$ cat src/rtl/tmt_pkg.sv
package tmt_pkg;

  typedef enum logic {
    SEL_COUNT   = 1'b0,
    SEL_COMPARE = 1'b1
  } regSel_e;

  // Strobes from control to datapath, valid for one cycle.
  typedef struct packed {
    logic ldCount;
    logic incCount;
    logic ldCompare;
  } dpStrobe_t;

endpackage

$ cat src/rtl/tmt_ctrl.sv
module tmt_ctrl
  import tmt_pkg::*;
(
  input  logic      clk,
  input  logic      rstN,
  input  logic      tickEn,
  input  logic      wrEn,
  input  logic      wrSel,
  input  logic      hitNext,
  output dpStrobe_t strobe,
  output logic      irqPend
);

  regSel_e target;

  always_comb begin
    target           = regSel_e'(wrSel);
    strobe.ldCount   = wrEn && (target == SEL_COUNT);
    strobe.ldCompare = wrEn && (target == SEL_COMPARE);
    // A counter write overrides a tick in the same cycle.
    strobe.incCount  = tickEn && !strobe.ldCount;
  end

  // Request flag: cleared only by a compare write, set only by a tick landing on the match.
  always_ff @(posedge clk) begin
    if (!rstN) begin
      irqPend <= 1'b0;
    end else if (strobe.ldCompare) begin
      irqPend <= 1'b0;
    end else if (strobe.incCount && hitNext) begin
      irqPend <= 1'b1;
    end
  end

endmodule

$ cat src/rtl/tmt_datapath.sv
module tmt_datapath
  import tmt_pkg::*;
#(
  parameter int unsigned          CNT_W       = 32,
  parameter logic [CNT_W-1:0]     RST_COUNT   = 1,
  parameter logic [CNT_W-1:0]     RST_COMPARE = 0
) (
  input  logic             clk,
  input  logic             rstN,
  input  dpStrobe_t        strobe,
  input  logic [CNT_W-1:0] wrData,
  input  logic             rdSel,
  output logic [CNT_W-1:0] rdData,
  output logic [CNT_W-1:0] countQ,
  output logic [CNT_W-1:0] compareQ,
  output logic             hitNext
);

  localparam logic [CNT_W-1:0] STEP = {{(CNT_W-1){1'b0}}, 1'b1};

  logic [CNT_W-1:0] countInc;

  assign countInc = countQ + STEP;   // modulo 2^CNT_W, no carry kept
  assign hitNext  = (countInc == compareQ);

  always_ff @(posedge clk) begin
    if (!rstN) begin
      countQ <= RST_COUNT;
    end else if (strobe.ldCount) begin
      countQ <= wrData;
    end else if (strobe.incCount) begin
      countQ <= countInc;
    end
  end

  always_ff @(posedge clk) begin
    if (!rstN) begin
      compareQ <= RST_COMPARE;
    end else if (strobe.ldCompare) begin
      compareQ <= wrData;
    end
  end

  always_comb begin
    unique case (regSel_e'(rdSel))
      SEL_COUNT:   rdData = countQ;
      SEL_COMPARE: rdData = compareQ;
      default:     rdData = countQ;
    endcase
  end

endmodule

$ cat src/rtl/tick_match_timer.sv
module tick_match_timer
  import tmt_pkg::*;
#(
  parameter int unsigned CNT_W      = 32,
  parameter int unsigned REQ_LINES  = 8,
  parameter int unsigned TIMER_LINE = 7
) (
  input  logic                 clk,
  input  logic                 rstN,
  input  logic                 tickEn,
  input  logic                 wrEn,
  input  logic                 wrSel,
  input  logic [CNT_W-1:0]     wrData,
  input  logic                 rdSel,
  output logic [CNT_W-1:0]     rdData,
  output logic [REQ_LINES-1:0] reqLines
);

  dpStrobe_t        strobe;
  logic             hitNext;
  logic             irqPend;
  logic [CNT_W-1:0] countQ;
  logic [CNT_W-1:0] compareQ;

  tmt_ctrl ctrl_i (
    .clk     (clk),
    .rstN    (rstN),
    .tickEn  (tickEn),
    .wrEn    (wrEn),
    .wrSel   (wrSel),
    .hitNext (hitNext),
    .strobe  (strobe),
    .irqPend (irqPend)
  );

  tmt_datapath #(
    .CNT_W       (CNT_W),
    .RST_COUNT   ({{(CNT_W-1){1'b0}}, 1'b1}),
    .RST_COMPARE ({CNT_W{1'b0}})
  ) dp_i (
    .clk      (clk),
    .rstN     (rstN),
    .strobe   (strobe),
    .wrData   (wrData),
    .rdSel    (rdSel),
    .rdData   (rdData),
    .countQ   (countQ),
    .compareQ (compareQ),
    .hitNext  (hitNext)
  );

  // Route the timer request onto its fixed line; all other lines tie low.
  for (genvar i = 0; i < REQ_LINES; i++) begin : g_line
    if (i == TIMER_LINE) begin : g_timer
      assign reqLines[i] = irqPend;
    end else begin : g_idle
      assign reqLines[i] = 1'b0;
    end
  end

endmodule

$ cat config.mk
export PLATFORM = sky130hd
export DESIGN_NAME = tick_match_timer
export DESIGN_NICKNAME = d
export VERILOG_FILES = /design/src/rtl/tmt_pkg.sv /design/src/rtl/tmt_ctrl.sv /design/src/rtl/tmt_datapath.sv /design/src/rtl/tick_match_timer.sv
export SDC_FILE = /design/constraint.sdc
export NUM_CORES = 1
export LEC_CHECK = 0
export ABC_AREA = 0
export BUFFER_PORTS_ARGS = -buffer_cell sky130_fd_sc_hd__buf_2
export CAP_MARGIN = 20
export CORE_ASPECT_RATIO = 2
export CORE_MARGIN = 5
export CORE_UTILIZATION = 50
export DETAILED_ROUTE_END_ITERATION = 7
export HOLD_SLACK_MARGIN = 0.1
export PLACE_DENSITY = 0.73
export SETUP_SLACK_MARGIN = 0.05
export SYNTH_ARGS = -nofsm -noshare
export SYNTH_HDL_FRONTEND = slang
export SYNTH_SLANG_ARGS = --single-unit
$ cat constraint.sdc
create_clock -name clk -period 6.4 [get_ports clk]
set_input_delay 0.64 -clock clk [delete_from_list [all_inputs] [get_ports clk]]
set_output_delay 0.64 -clock clk [all_outputs]
set_load 0.02 [all_outputs]
* Yosys cells after proc, flatten, opt, wreduce, memory -nomap -nowiden *
Index checks and enable logic that the tools add are counted.

storage, ports and cells
  flip-flop bits (word level) = 65
  input bits = 38
  word-level logic and storage cells = 18

operators by class
  $add $sub $neg = 1
  equality and inequality tests = 1
  muxes and demuxes = 3
  bitwise logic cells = 3
  reduce and logical (&&, ||, !) cells = 7

operators with widths
  operator                                                          number
  32-bit two-way mux                                                2
  32-bit case mux with 2 select lines                               1
  32-bit by 1-bit adder with 32-bit output (second input constant)  1
  32-bit equality test                                              1
  1-bit logical AND                                                 4
  1-bit NOT                                                         3
  2-bit nonzero test                                                1
  2-bit OR reduction                                                1
  1-bit zero test                                                   1

* Depth between registers and ports, before layout *
  word-level depth = 6
  mapped depth = 10
  depth with buffers taken out = 8

* Modules after synthesis *
Synthesis repeated with hierarchy kept, for this count alone.

second synthesis, totals
  cell total of the unflattened synthesis = 549
  area, all modules = 4581.9 um2

modules (own cells, without submodules)
  module            times used  cells an instance  area each (um2)  seq. area each (um2)
  tmt_datapath      1           533                4456.8           1281.2
  tick_match_timer  1           9                  63.8             0.0
  tmt_ctrl          1           7                  61.3             20.0

* Worst setup path before layout *
Ideal clock, no wire load.

  path kind = reg2reg
  from = reg dp_i.countQ[1]
  to = reg ctrl_i.irqPend
  library setup time = 0.069 ns
  data arrival time = 2.730 ns
  data required time = 6.331 ns
  slack = 3.601 ns
  cell stages (with the launch flop) = 9
  buffers on the path = 0
  period minus slack after synthesis = 2.799 ns
  path through = dfxtp_1 ha_1 nand3_2 nor4_4 o2111a_1 o211ai_1 or4_1 or4_1 o21ai_1

on the way
  longest elaborated chain between the ends = 3

ends and longest elaborated chain
  item                                      line                RTL
  from (decl)                               tmt_datapath.sv:14  output logic [CNT_W-1:0] countQ,
  from (signal assigned)                    tmt_datapath.sv:30  countQ <= wrData;
  from (signal assigned)                    tmt_datapath.sv:32  countQ <= countInc;
  32-bit by 1-bit adder with 32-bit output  tmt_datapath.sv:23  assign countInc = countQ + STEP;
  32-bit equality test                      tmt_datapath.sv:24  assign hitNext = (countInc == compareQ);
  1-bit logical AND                         tmt_ctrl.sv:30      end else if (strobe.incCount && hitNext) begin
  to (signal assigned)                      tmt_ctrl.sv:27      irqPend <= 1'b0;
  to (signal assigned)                      tmt_ctrl.sv:29      irqPend <= 1'b0;
  to (signal assigned)                      tmt_ctrl.sv:31      irqPend <= 1'b1;
  to (decl)                                 tmt_ctrl.sv:11      output logic irqPend

Every way passes these cells.
A chain may end at the register's enable or synchronous reset.

* Final worst setup path *
  from = reg dp_i.countQ[0]
  to = reg ctrl_i.irqPend

The elaborated chain is that of the path after synthesis.

==> summary.txt <==
Status
  – Outcome: finished clean

Floorplanning
  – Die area: roughly 11000 µm²
  – FP Rows: 48
  – Die W: ~76 µm
  – Core box area: a little under 9000 µm²
  – # IOs: 78
  – Die H: 143 µm
  – Initial core utilization: 0.510

Timing
  – Endpoints failing hold: 0
  – Final setup violation count: 0
  – Worst Max-Slew Pin Slew: slightly above 1000 ps
  – RSZ-0062 raised after global routing: no
  – Fmax achieved: 284 MHz
  – Crit share post-route: 0.551
  – Worst Hold Slack: 481 ps
  – Relative slew slack: 0.310
  – Worst Skew: 7.68 ps
  – Total Neg Setup Slack: 0 ps
  – Final min period: 3530 ps
  – Count of pins over their slew limit: 0

Detailed routing
  – Iter 0 DRT Violations: 240
  – DR DRC count: 0
  – Wirelength per Cell: approximately 18 µm
  – Via count: 4140
  – Drt total wl: 12600 µm
  – Initial DRT Pass Iterations: 4
  – Final ANT Viol Nets: 0
  – Vias per cell: 5.81

Critical path
  – CP endpoint kind: register
  – RR Endpoint: ctrl_i.irqPend$_SDFFE_PP0P_
  – Worst EP arrival: 3800 ps
  – Crit path capture: ctrl_i.irqPend$_SDFFE_PP0P_
  – Reg-to-Reg Start: dp_i.countQ[0]$_SDFFE_PN1P_
  – Worst setup path class: reg2reg
  – R2R cell count: 8
  – Worst-path fanout max: 16
  – R2r setup slk: 2870 ps
  – Crit path from: dp_i.countQ[0]$_SDFFE_PN1P_
  – Worst Setup Start Kind: register
  – Worst EP required: 6670 ps

Layout
  – Fin util: 0.573
  – Antenna fix cells: 0
  – Area grow syn2layout: 12.3%
  – Layout cells sized above 1: 0.207
  – Nets: 648
  – Most common cell after layout, fill and taps aside: nand2_1
  – Commonest cells after routing, fill and taps aside: nand2_1 (99), buf_2 (70), dfxtp_1 (65)

Pwr
  – Peak supply drop: between 0.00015 and 0.0002 V
  – Leak Pwr: roughly 1.9 nW
  – Pwr Density: 224 nW/µm²

Clock network
  – Worst-Skew Late Latency: 340 ps
  – Clock-pin slew on the worst setup and hold paths: 60 ps
  – # Post-CTS Setup Buffers: 0
  – CTS tree: done
  – H-tree levels: 3
  – Post-CTS sizing: 0
  – CTS Buf Count: 9
  – CTS Sinks: between 60 and 70
  – Clock Tree Buf Depth: 2
  – Clk root buf: clkbuf_16
  – Hold_buf cts: 0

Logic synthesis
  – Yosys reg bits: 65
  – Post-synth cell types: 56
  – Sequential area share after synthesis: 0.295
  – Async SR Flop Fraction: 0
  – Mean Syn Cell Area: 7.70 µm²
  – Post-synth top area cell: dfxtp_1
  – Ys Warns: 0
  – Synthesized cell area: 4410 µm²
  – Main flop type after synthesis: dfxtp_1
  – Top cells by area, synth: dfxtp_1 (29%), nand2_1 (8.4%), mux2_2 (7.7%)
  – Gate count after technology mapping: roughly 570
  – Share of the synthesized area in the top cell type: 0.295
  – EDFF count, synth: 0

Hold path
  – Worst hold-check path type: reg2reg
  – Hold path start: dp_i.compareQ[9]$_SDFFE_PN0P_

GRT
  – All-layer global routing usage: 0.235
  – Global-route wire length before repair: 20700 µm
  – Initial antenna violation count: 0
  – GRT overflow: 0
  – Largest net degree at the start of global routing: 65
  – Vias in the first global route: 4195

Place
  – Post-DP HPWL: 8970 µm
  – Final Wtd Congestion: 0.922
  – Buffers on Ports: 70

Flow run
  – Max-Cap Viols: 0
## state kept, by name, summed over array words and instances (netlist names)
register and cells:
dp_i.compareQ 32, dp_i.countQ 32, ctrl_i.irqPend 1
## cell type report
cell class	count	area, µm²
multi-input cells	450	2840
flip-flops and latches	65	1300
clock buffers	11	243
fillers	847	3690
well taps	100	125
clock inverters	4	20.0
inverters	9	33.8
repair buffers	74	393
## routing by layer
layer	track usage	vias to the layer above	share of wire
met5	0	-	0
met4	0.127	0	0.039
met3	0.0549	31	0.041
met2	0.430	108	0.55
met1	0.245	1931	0.36
li1	-	2070	-
## how the worst min path moves through the flow
stage                                           endpoint  slack (ps)  depth (start not counted)
after CTS                    ctrl_i.irqPend$_SDFFE_PP0P_         480                          2
final                      dp_i.compareQ[9]$_SDFFE_PN0P_         480                          2
after detailed placement     ctrl_i.irqPend$_SDFFE_PP0P_         470                          2
after floorplan              ctrl_i.irqPend$_SDFFE_PP0P_         440                          2
after global placement    dp_i.compareQ[20]$_SDFFE_PN0P_         470                          2
after global routing       dp_i.compareQ[7]$_SDFFE_PN0P_         490                          2
## kinds of logic (layout without fill, tap and decap cells)
kind of cell	count (synthesis)	count (layout)	share of synthesized area
adder cells (fa/ha/maj)	1	1	0.00284
AND/OR/NAND/NOR	234	234	0.262
multiplexers	32	32	0.0811
flip-flops	65	65	0.295
buffers and inverters	64	98	0.0675
other	1	7	0.000850
XOR/XNOR	66	66	0.131
AO/OA/AOI/OAI	110	110	0.159
## report_power, final
part	switching (mW)	total [mW]	internal (mW)
clock network	0.178	0.445	0.267
registers	0.0420	0.471	0.429
logic	0.113	0.196	0.0830
total	0.333	1.11	0.779
## worst max-delay path, stage by stage, from the launching register on
cell and delay [ps]:
dfxtp_1 520, ha_1 370, nand3_2 240, nor4_4 790, o2111a_1 290, o211ai_1 90, or4_1 510, or4_1 510
o21ai_1 130
## synthesized netlist by cell type, types with 3 or more instances
cell	count
nand4_1	19
nand3_1	19
xnor2_1	38
inv_1	8
xor2_1	28
buf_4	11
a31oi_1	3
or4_1	3
nand2_1	99
a211oi_1	27
nor3_1	10
or3_1	7
clkbuf_1	25
buf_1	6
and3_1	4
dfxtp_1	65
a21oi_1	38
mux2_2	30
nor4_1	7
nor2_1	44
a311oi_1	5
nor4b_1	3
o21ai_0	18
buf_2	13
## metrics by stage
step | power, mW | area [µm²] | setup slack [ps] | instances
floorplan | 0.617 | 4430 | 3600 | 579
global placement | 0.668 | 4670 | 3000 | 697
detailed placement | 0.673 | 4670 | 2940 | 697
CTS | 1.12 | 4930 | 2900 | 712
global route | 1.16 | 4950 | 2680 | 713
finish | 1.11 | 4950 | 2870 | 713
(Power assumes the default switching activity.)
